<file path="config.mk">
export PLATFORM = sky130hd
export DESIGN_NAME = irqc_top
export DESIGN_NICKNAME = d
export VERILOG_FILES = /design/src/rtl/irqc_pkg.sv /design/src/rtl/irqc_detect.sv /design/src/rtl/irqc_resolve.sv /design/src/rtl/irqc_top.sv
export SDC_FILE = /design/constraint.sdc
export NUM_CORES = 1
export LEC_CHECK = 0
export CORE_MARGIN = 10
export CORE_UTILIZATION = 45
export CTS_CLUSTER_DIAMETER = 100
export DETAILED_ROUTE_END_ITERATION = 7
export PLACE_DENSITY_LB_ADDON = 0.08
export REMOVE_ABC_BUFFERS = 1
export SYNTH_ARGS = -nofsm -noshare
export SYNTH_HDL_FRONTEND = slang
export SYNTH_HIERARCHICAL = 1
export SYNTH_SLANG_ARGS = --single-unit
</file>
<file path="constraint.sdc">
create_clock -name clk -period 41.7 [get_ports clk]
set_input_delay 8.34 -clock clk [delete_from_list [all_inputs] [get_ports clk]]
set_output_delay 8.34 -clock clk [all_outputs]
set_load 0.02 [all_outputs]
</file>
<file path="src/rtl/irqc_pkg.sv">
package irqc_pkg;
    localparam int unsigned PRIO_W    = 3;
    localparam int unsigned VEC_SHIFT = 2;

    typedef logic [PRIO_W-1:0] prio_t;

    typedef enum logic {
        SENSE_LEVEL = 1'b0,
        SENSE_EDGE  = 1'b1
    } sense_e;

    function automatic prio_t prio_of(input logic [PRIO_W-1:0] field);
        return prio_t'(field);
    endfunction
endpackage

</file>
<file path="src/rtl/irqc_detect.sv">
module irqc_detect
    import irqc_pkg::*;
#(
    parameter int unsigned NSRC  = 16,
    parameter int unsigned IDX_W = $clog2(NSRC)
) (
    input  logic             clk,
    input  logic             rst,
    input  logic [NSRC-1:0]  src_in,
    input  logic [NSRC-1:0]  cfg_pol,
    input  logic [NSRC-1:0]  cfg_edge,
    input  logic             clr_valid,
    input  logic [IDX_W-1:0] clr_idx,
    output logic [NSRC-1:0]  src_active
);
    for (genvar i = 0; i < NSRC; i++) begin : g_src
        logic   sync1, sync2, prev, pend;
        logic   lvl_now, lvl_old, rise, clr_hit;
        sense_e mode;

        assign mode    = sense_e'(cfg_edge[i]);
        assign lvl_now = cfg_pol[i] ? sync2 : ~sync2;
        assign lvl_old = cfg_pol[i] ? prev  : ~prev;
        assign rise    = lvl_now & ~lvl_old;
        assign clr_hit = clr_valid && (clr_idx == IDX_W'(i));

        always_ff @(posedge clk) begin
            if (rst) begin
                sync1 <= 1'b0;
                sync2 <= 1'b0;
                prev  <= 1'b0;
                pend  <= 1'b0;
            end else begin
                sync1 <= src_in[i];
                sync2 <= sync1;
                prev  <= sync2;
                if (mode != SENSE_EDGE)
                    pend <= 1'b0;
                else if (rise)
                    pend <= 1'b1;
                else if (clr_hit)
                    pend <= 1'b0;
            end
        end

        assign src_active[i] = (mode == SENSE_EDGE) ? pend : lvl_now;

        AST_PEND_STICKY: assert property (@(posedge clk) disable iff (rst)
            (pend && mode == SENSE_EDGE && !clr_hit) |=> pend);
        AST_CLEAR_DROPS: assert property (@(posedge clk) disable iff (rst)
            (clr_hit && !rise) |=> !pend);
    end
endmodule

</file>
<file path="src/rtl/irqc_resolve.sv">
module irqc_resolve
    import irqc_pkg::*;
#(
    parameter int unsigned NSRC  = 16,
    parameter int unsigned IDX_W = $clog2(NSRC)
) (
    input  logic [NSRC-1:0]        cand,
    input  logic [NSRC*PRIO_W-1:0] prio_flat,
    output logic                   win_valid,
    output logic [IDX_W-1:0]       win_idx,
    output prio_t                  win_prio
);
    always_comb begin
        win_valid = 1'b0;
        win_idx   = '0;
        win_prio  = '0;
        for (int i = 0; i < NSRC; i++) begin
            if (cand[i] && prio_of(prio_flat[i*PRIO_W +: PRIO_W]) > win_prio) begin
                win_valid = 1'b1;
                win_idx   = IDX_W'(i);
                win_prio  = prio_of(prio_flat[i*PRIO_W +: PRIO_W]);
            end
        end
    end
endmodule

</file>
<file path="src/rtl/irqc_top.sv">
module irqc_top
    import irqc_pkg::*;
#(
    parameter int unsigned     NSRC      = 16,
    parameter logic [NSRC-1:0] WAKE_MASK = NSRC'('h3F),
    localparam int unsigned    IDX_W     = $clog2(NSRC),
    localparam int unsigned    VEC_W     = IDX_W + VEC_SHIFT
) (
    input  logic                   clk,
    input  logic                   rst,
    input  logic [NSRC-1:0]        src_in,
    input  logic [NSRC-1:0]        cfg_en,
    input  logic [NSRC-1:0]        cfg_pol,
    input  logic [NSRC-1:0]        cfg_edge,
    input  logic [NSRC*PRIO_W-1:0] cfg_prio,
    input  logic [NSRC-1:0]        cfg_cpu,
    input  logic [NSRC-1:0]        cfg_dma,
    input  logic [PRIO_W-1:0]      mask_level,
    input  logic                   int_enable,
    input  logic                   nmi_in,
    input  logic                   wdt_in,
    input  logic                   clr_valid,
    input  logic [IDX_W-1:0]       clr_idx,
    output logic                   irq_req,
    output logic [VEC_W-1:0]       irq_vec,
    output logic [PRIO_W-1:0]      irq_level,
    output logic                   nmi_req,
    output logic [NSRC-1:0]        dma_trig,
    output logic                   wake_out
);
    logic [NSRC-1:0]  src_active, armed, live, cand;
    logic             win_valid;
    logic [IDX_W-1:0] win_idx;
    prio_t            win_prio;

    irqc_detect #(.NSRC(NSRC), .IDX_W(IDX_W)) u_detect (
        .clk(clk), .rst(rst), .src_in(src_in), .cfg_pol(cfg_pol),
        .cfg_edge(cfg_edge), .clr_valid(clr_valid), .clr_idx(clr_idx),
        .src_active(src_active)
    );

    for (genvar i = 0; i < NSRC; i++) begin : g_arm
        assign armed[i] = cfg_en[i] && (cfg_prio[i*PRIO_W +: PRIO_W] != '0);
    end

    assign live = armed & src_active;
    assign cand = live & cfg_cpu;

    irqc_resolve #(.NSRC(NSRC), .IDX_W(IDX_W)) u_resolve (
        .cand(cand), .prio_flat(cfg_prio),
        .win_valid(win_valid), .win_idx(win_idx), .win_prio(win_prio)
    );

    always_ff @(posedge clk) begin
        if (rst) begin
            irq_req   <= 1'b0;
            irq_vec   <= '0;
            irq_level <= '0;
            nmi_req   <= 1'b0;
            dma_trig  <= '0;
            wake_out  <= 1'b0;
        end else begin
            irq_req   <= win_valid && int_enable && (win_prio > mask_level);
            irq_vec   <= win_valid ? {win_idx, VEC_SHIFT'(0)} : '0;
            irq_level <= win_valid ? win_prio : '0;
            nmi_req   <= nmi_in | wdt_in;
            dma_trig  <= live & cfg_dma;
            wake_out  <= |(live & WAKE_MASK);
        end
    end

    AST_REQ_ABOVE_MASK: assert property (@(posedge clk) disable iff (rst)
        (irq_req && !$past(rst)) |-> ($past(int_enable) && irq_level > $past(mask_level)));
    AST_VEC_ALIGNED: assert property (@(posedge clk) disable iff (rst)
        irq_vec[VEC_SHIFT-1:0] == '0);
    AST_NO_WINNER_ZERO: assert property (@(posedge clk) disable iff (rst)
        (irq_level == '0) |-> (irq_vec == '0 && !irq_req));
    AST_NMI_UNMASKED: assert property (@(posedge clk) disable iff (rst)
        (!$past(rst) && ($past(nmi_in) || $past(wdt_in))) |-> nmi_req);
    AST_DMA_CONFIGURED: assert property (@(posedge clk) disable iff (rst)
        !$past(rst) |-> ((dma_trig & ~$past(cfg_dma)) == '0));
    AST_WAKE_SUBSET: assert property (@(posedge clk) disable iff (rst)
        (!$past(rst) && $past((src_active & WAKE_MASK) == '0)) |-> !wake_out);
endmodule

</file>
Word level (Yosys, flattened, before mapping). Cells that the tools add are included.

Register bits after elaboration: 92. Latch bits: 0. RAM bits: 0. ROM bits: 0. Input bits: 157. Output and inout port bits: 28. Logic and storage cells: 416. Memories kept: 0.

Add/subtract/negate cells: 0. $mul: 0. Div/mod/pow operators: 0. Magnitude comparators: 17. Eq/ne operators: 15. Shift operators: 0. Muxes and demuxes: 127. Bitwise gates (word level): 85. Reductions and logical operators: 101.

Operators by type and width (count): $mux W1 (97); $not A1 Y1 (65); $mux W3 (20); $logic_and A1 B1 Y1 (50); $and A16 B16 Y16 (3); $gt A3 B3 Y1 (16); $reduce_bool A3 Y1 (16); $reduce_or A2 Y1 (17); $eq A4 B4 Y1 const B (8); $mux W4 (8); $reduce_bool A2 Y1 (16); $and A1 B1 Y1 (16); $eq A4 B3 Y1 const B (4); $eq A4 B2 Y1 const B (2); $reduce_or A6 Y1 (1); $eq A4 B1 Y1 const B (1); $logic_not A4 Y1 (1); $mux W2 (2); $gt A3 B1 Y1 const B (1); $or A1 B1 Y1 (1).

Longest topological paths before layout.
Depth after elaboration: 54. Depth in mapped cells: 115. Mapped depth without buffers: 114.

Modules after synthesis. The synthesis kept the hierarchy.

Modules (own cells, without submodules): irqc_detect (times used 1, cells each 273, area each 2498.6 sq um, sequential area each 1281.2 sq um); irqc_resolve (times used 1, cells each 347, area each 2217.1 sq um, sequential area each 0.0 sq um); irqc_top (times used 1, cells each 114, area each 1107.3 sq um, sequential area each 520.5 sq um).

Worst setup path before layout. Ideal clock, no wire load.

Path kind: in2reg. Start: input cfg_pol[0]. End: register irq_level[0]. Library setup time: 0.115 ns. Arrival time: 26.600 ns. Required time: 41.585 ns. Path slack: 14.985 ns. Cell stages on the path: 107. Buffers on the path: 1. Cell sequence: xor2_1 o21ai_0 o311a_1 and2_1 nand2_1 ha_1 or2_1 o2111ai_2 buf_6 nand2_1 o21ai_0 ha_1 nor2_1 nand2_1 a31oi_1 mux2_2 ha_1 nor2_1 [71 not listed] o41ai_1 nor2_1 mux2_4 ha_1 a21oi_1 maj3_1 nand2_1 mux2i_1 ha_1 nor2b_1 o21ai_0 nand2b_1 and3_1 a21oi_1 nand3_1 or4_1 nor2b_1 and2_1.

Word-level cells in the longest chain between the ends: 53. Elaborated cells between the ends (all ways): 69. Those cells by class: order compare: 15; mux: 34; bitwise: 3; reduce/logical: 17.

RTL lines: from (decl) (RTL line irqc_top.sv:13) `input logic [NSRC-1:0] cfg_pol,`; $mux W1 * (RTL line irqc_detect.sv:22) `assign lvl_now = cfg_pol[i] ? sync2 : ~sync2;`; $mux W1 * (RTL line irqc_detect.sv:46) `assign src_active[i] = (mode == SENSE_EDGE) ? pend : lvl_now;`; named net src_active[0] (RTL line irqc_top.sv:31) `logic [NSRC-1:0] src_active, armed, live, cand;`; $and A16 B16 Y16 * (RTL line irqc_top.sv:46) `assign live = armed & src_active;`; $and A16 B16 Y16 * (RTL line irqc_top.sv:47) `assign cand = live & cfg_cpu;`; named net cand[0] (RTL line irqc_top.sv:31); $logic_and A1 B1 Y1 * (RTL line irqc_resolve.sv:18) `if (cand[i] && prio_of(prio_flat[i*PRIO_W +: PRIO_W]) > win_prio) begin`; $mux W3 (RTL line irqc_resolve.sv:18); [40 not listed]; $logic_and A1 B1 Y1 (RTL line irqc_resolve.sv:18); $mux W3 (RTL line irqc_resolve.sv:18); $gt A3 B3 Y1 (RTL line irqc_resolve.sv:18); $logic_and A1 B1 Y1 (RTL line irqc_resolve.sv:18); $mux W1 * (RTL line irqc_resolve.sv:18); named net win_valid (RTL line irqc_top.sv:32) `logic win_valid;`; $not A1 Y1 (no line) *; $reduce_or A2 Y1 (no line) *; to (signal assigned) (RTL line irqc_top.sv:65) `irq_level <= win_valid ? win_prio : '0;`; to (decl) (RTL line irqc_top.sv:26) `output logic [PRIO_W-1:0] irq_level,`.

The timed path passes the listed nets; every way through them passes the cells marked *. A chain may end at the register's enable or synchronous reset.

Worst setup path in the final report.
Start: input cfg_pol[0]. End: register irq_vec[4].

Word-level cells in the longest chain between the ends: 53. Elaborated cells between the ends (all ways): 80. Those cells by class: order compare: 15; mux: 45; bitwise: 3; reduce/logical: 17.

RTL lines: $mux W1 * (RTL line irqc_detect.sv:22); $mux W1 * (RTL line irqc_detect.sv:46); named net src_active[0] (RTL line irqc_top.sv:31); $and A16 B16 Y16 * (RTL line irqc_top.sv:46); $and A16 B16 Y16 * (RTL line irqc_top.sv:47); named net cand[0] (RTL line irqc_top.sv:31); $logic_and A1 B1 Y1 * (RTL line irqc_resolve.sv:18); $mux W3 (RTL line irqc_resolve.sv:18); [40 not listed]; $logic_and A1 B1 Y1 (RTL line irqc_resolve.sv:18); $mux W3 (RTL line irqc_resolve.sv:18); $gt A3 B3 Y1 (RTL line irqc_resolve.sv:18); $logic_and A1 B1 Y1 (RTL line irqc_resolve.sv:18); $mux W1 * (RTL line irqc_resolve.sv:18); named net win_valid (RTL line irqc_top.sv:32); $not A1 Y1 (no line) *; $reduce_or A2 Y1 (no line) *; to (signal assigned) (RTL line irqc_top.sv:64) `irq_vec <= win_valid ? {win_idx, VEC_SHIFT'(0)} : '0;`; to (decl) (RTL line irqc_top.sv:25) `output logic [VEC_W-1:0] irq_vec,`.

Marked as above.

==> results.py <==
metrics = {
    "drt": {
        "wl_per_cell_um": 17.7,
        "finalWirelength_um": 19300,
        "drt-initial-drc-count": 503,
        "vias": 6049,
        "viasPerCell": 5.53,
        "drc_errors": 0,
        "dr.pass1.iters": 5,
        "drtAntennaViolNets": 0,
    },
    "finish": {
        "drive_gt1_share_pct": 5.43,
        "area_growth_pct": 38.9,
        "nFillCells": 1139,
        "nets": 1096,
        "utilization_pct": 63.8,
        "final_area_mm2": 0.00809,
        "antenna_cells": 0,
    },
    "yosys": {
        "synth_commonest_cells": "dfxtp_1, nand2_1, a21oi_1, nor2_1, nor2b_1",
        "ys_async_sr_fraction_pct": 0,
        "yosysMostFrequentCell": "dfxtp_1",
        "yosysWarnings": 6,
        "ys_seq_area_share_pct": 30.9,
        "synth_cell_types": 83,
        "synth_area_leaders": "dfxtp_1, nor2b_1, nand2_1",
        "synthCells": 734,
        "synth_top_flop_cell": "dfxtp_1",
        "synth_edf_count": 0,
        "synth_top_area_share_pct": 30.9,
        "syn-cell-area_mm2": 0.00582,
        "syn-mean-instance-area_um2": 7.93,
        "synth_top_cell_by_area": "dfxtp_1",
        "synth_seq_cells": 90,
    },
    "critical_path": {
        "slowest_stage": "mux2i_1",
        "path_delay_family": "compound AO/OA/AOI/OAI gates",
        "critical-path-max-stage-delay_ns": 0.80,
        "crit_type": "input pin to register",
        "cp_max_fo": 11,
        "crit_arrival_ns": 30.33,
        "critPathBufInv": 3,
        "critical_path_required_ns": 41.93,
        "startpoint_type": "input pin",
        "endpoint_kind": "register",
        "crit_top_cell": "nor2_1",
    },
    "power_and_ir_drop": {
        "p_sw_share_pct": 31.2,
        "p_leak_uw": 0.00330,
        "p_int_uw": 166,
        "seqPwrFrac_pct": 37.8,
        "ir_worst_vdd_v": 0.0000246,
        "combPwrFrac_pct": 28.6,
        "p_sw_uw": 75.2,
        "power-per-cell-area_mw_per_mm2": 29.8,
        "clock_power_share_pct": 33.6,
    },
    "clock_network": {
        "clock_sinks": 90,
        "clkLatencyLatePin_ns": 0.35,
        "cts_buffers": 9,
        "cts_hold_buf": 0,
        "cts-root-buf": "clkbuf_16",
        "cts_tree": "built",
        "htreeDepth": 3,
        "post_cts_resized": 0,
        "clk_pin_slew_ns": 0.07,
        "max-clock-path-buffers": 2,
        "post_cts_buffers": 0,
    },
    "sta": {
        "setup_viol": 0,
        "skew_ns": 0.00583,
        "slew_headroom_pct": 40.7,
        "period_share_pct": 72.2,
        "tightest_slew_ns": 0.864,
        "layout_min_cycle_time_ns": 30.10,
        "hold_slack_ns": 0.439,
        "slew_violations": 0,
        "fin_tns_setup_ns": 0,
        "hold_viol": 0,
        "max_freq_mhz": 33.2,
        "rsz0062_at_grt": "no",
    },
    "die": {
        "start_util_pct": 46.0,
        "die_area_mm2": 0.0179,
        "io_pins": 185,
        "fp.dieH_um": 134,
        "fp.dieW_um": 134,
        "coreArea_mm2": 0.0127,
        "num_rows": 41,
    },
    "global_route": {
        "antenna_found_initial": 1,
        "grt_usage_pct": 21.2,
        "grt_pass1_wl_um": 30900,
        "grt_max_degree": 63,
        "grt_pass1_vias": 6159,
        "grt_overflow": 0,
    },
    "job": {
        "drv_cap": 0,
    },
    "placement": {
        "io_buffers": 182,
        "dpl.hpwl_um": 15700,
        "placement.cell_area_mm2": 0.00779,
        "gp_congestion": 0.925,
    },
    "run_status": {
        "status": "finished, final reports clean",
    },
    "min_path": {
        "hold_path.class": "register to register",
    },
}
-- kinds of logic after synthesis --
group / share of synthesized area, %
multiplexers: 2.04
XOR/XNOR: 2.41
AND/OR/NAND/NOR: 32.3
AO/OA/AOI/OAI: 23.0
flip-flops: 30.9
buffers and inverters: 3.61
other: 0.0644
adder cells (fa/ha/maj): 5.63
-- path summary, 6_finish.rpt --
check / startpoint / to / slack [ns] / depth (start not counted)
max: cfg_pol[0] / irq_vec[4]$_SDFF_PP0_ / 11.60 / 104
min: u_detect/g_src[3].sync1$_SDFF_PP0_ / u_detect/g_src[3].sync2$_SDFF_PP0_ / 0.44 / 1
max reg2reg: u_detect/g_src[0].sync2$_SDFF_PP0_ / irq_vec[4]$_SDFF_PP0_ / 19.72 / 103
min reg2reg: u_detect/g_src[3].sync1$_SDFF_PP0_ / u_detect/g_src[3].sync2$_SDFF_PP0_ / 0.44 / 1
-- sequential cells by signal, summed over array words and instances (netlist names) --
name                  cells
irq_req                   1
u_detect/g_src.sync1     16
irq_level                 3
u_detect/g_src.pend      16
dma_trig                 16
nmi_req                   1
irq_vec                   4
u_detect/g_src.sync2     16
u_detect/g_src.prev      16
wake_out                  1
-- power by group through the flow --
stage          Sequential [uW]  Clock (uW)  Combinational (uW)
2_1_floorplan             94.7           0                35.0
3_3_place_gp              93.0           0                66.4
3_5_place_dp              93.2           0                68.0
4_1_cts                   91.2        83.5                68.5
5_1_grt                   91.5        87.3                76.0
6_report                  91.2        81.1                69.1
-- final cells by class --
type / count / area [um^2] / area share [%]
clock buffer: 9 / 225 / 2.79
clock inverter: 7 / 66.3 / 0.820
inverter: 37 / 139 / 1.72
multi-input combinational: 595 / 3810 / 47.2
sequential: 90 / 1800 / 22.3
tap: 172 / 215 / 2.66
timing repair buffer: 183 / 1820 / 22.6
-- metrics by stage --
stage | worst slack (ns) | std cells | total power (uW)
2_1_floorplan | 14.74 | 722 | 130
3_3_place_gp | 12.48 | 1077 | 159
3_5_place_dp | 11.72 | 1077 | 161
4_1_cts | 11.96 | 1093 | 243
5_1_grt | 9.57 | 1093 | 255
6_report | 11.60 | 1093 | 241
-- routing by layer --
metal | vias up | global-route usage [%] | wire (um)
met4 | 2 | 5.32 | 245
li1 | 2999 | - | -
met3 | 22 | 5.56 | 1180
met5 | - | 0 | 13
met1 | 2813 | 25.0 | 8340
met2 | 213 | 37.2 | 9570
-- worst reg2reg max path, delay by kind of cell (launching register included) --
family	cells	cell delay (ns)
XOR/XNOR	1	0.16
flip-flops	1	0.34
AO/OA/AOI/OAI	38	8.50
buffers and inverters	2	0.12
adder cells (fa/ha/maj)	15	3.93
multiplexers	6	2.43
AND/OR/NAND/NOR	41	6.34
-- cell usage in the layout, fill, tap and decap left out, drive strengths merged, types with 9 or more instances in the layout --
| cell | count |
|---|---|
| nor3b | 10 |
| and3b | 22 |
| ha | 23 |
| nor4b | 10 |
| nand2 | 86 |
| dfxtp | 90 |
| nor2b | 53 |
| clkdlybuf4s50 | 181 |
| or2 | 9 |
| o21ai | 58 |
| nor3 | 17 |
| nand2b | 20 |
| nand3 | 16 |
| xor2 | 16 |
| clkbuf | 9 |
| and2 | 21 |
| inv | 42 |
| nor2 | 55 |
| a31oi | 10 |
| a21oi | 59 |
(Power assumes the default switching activity.)
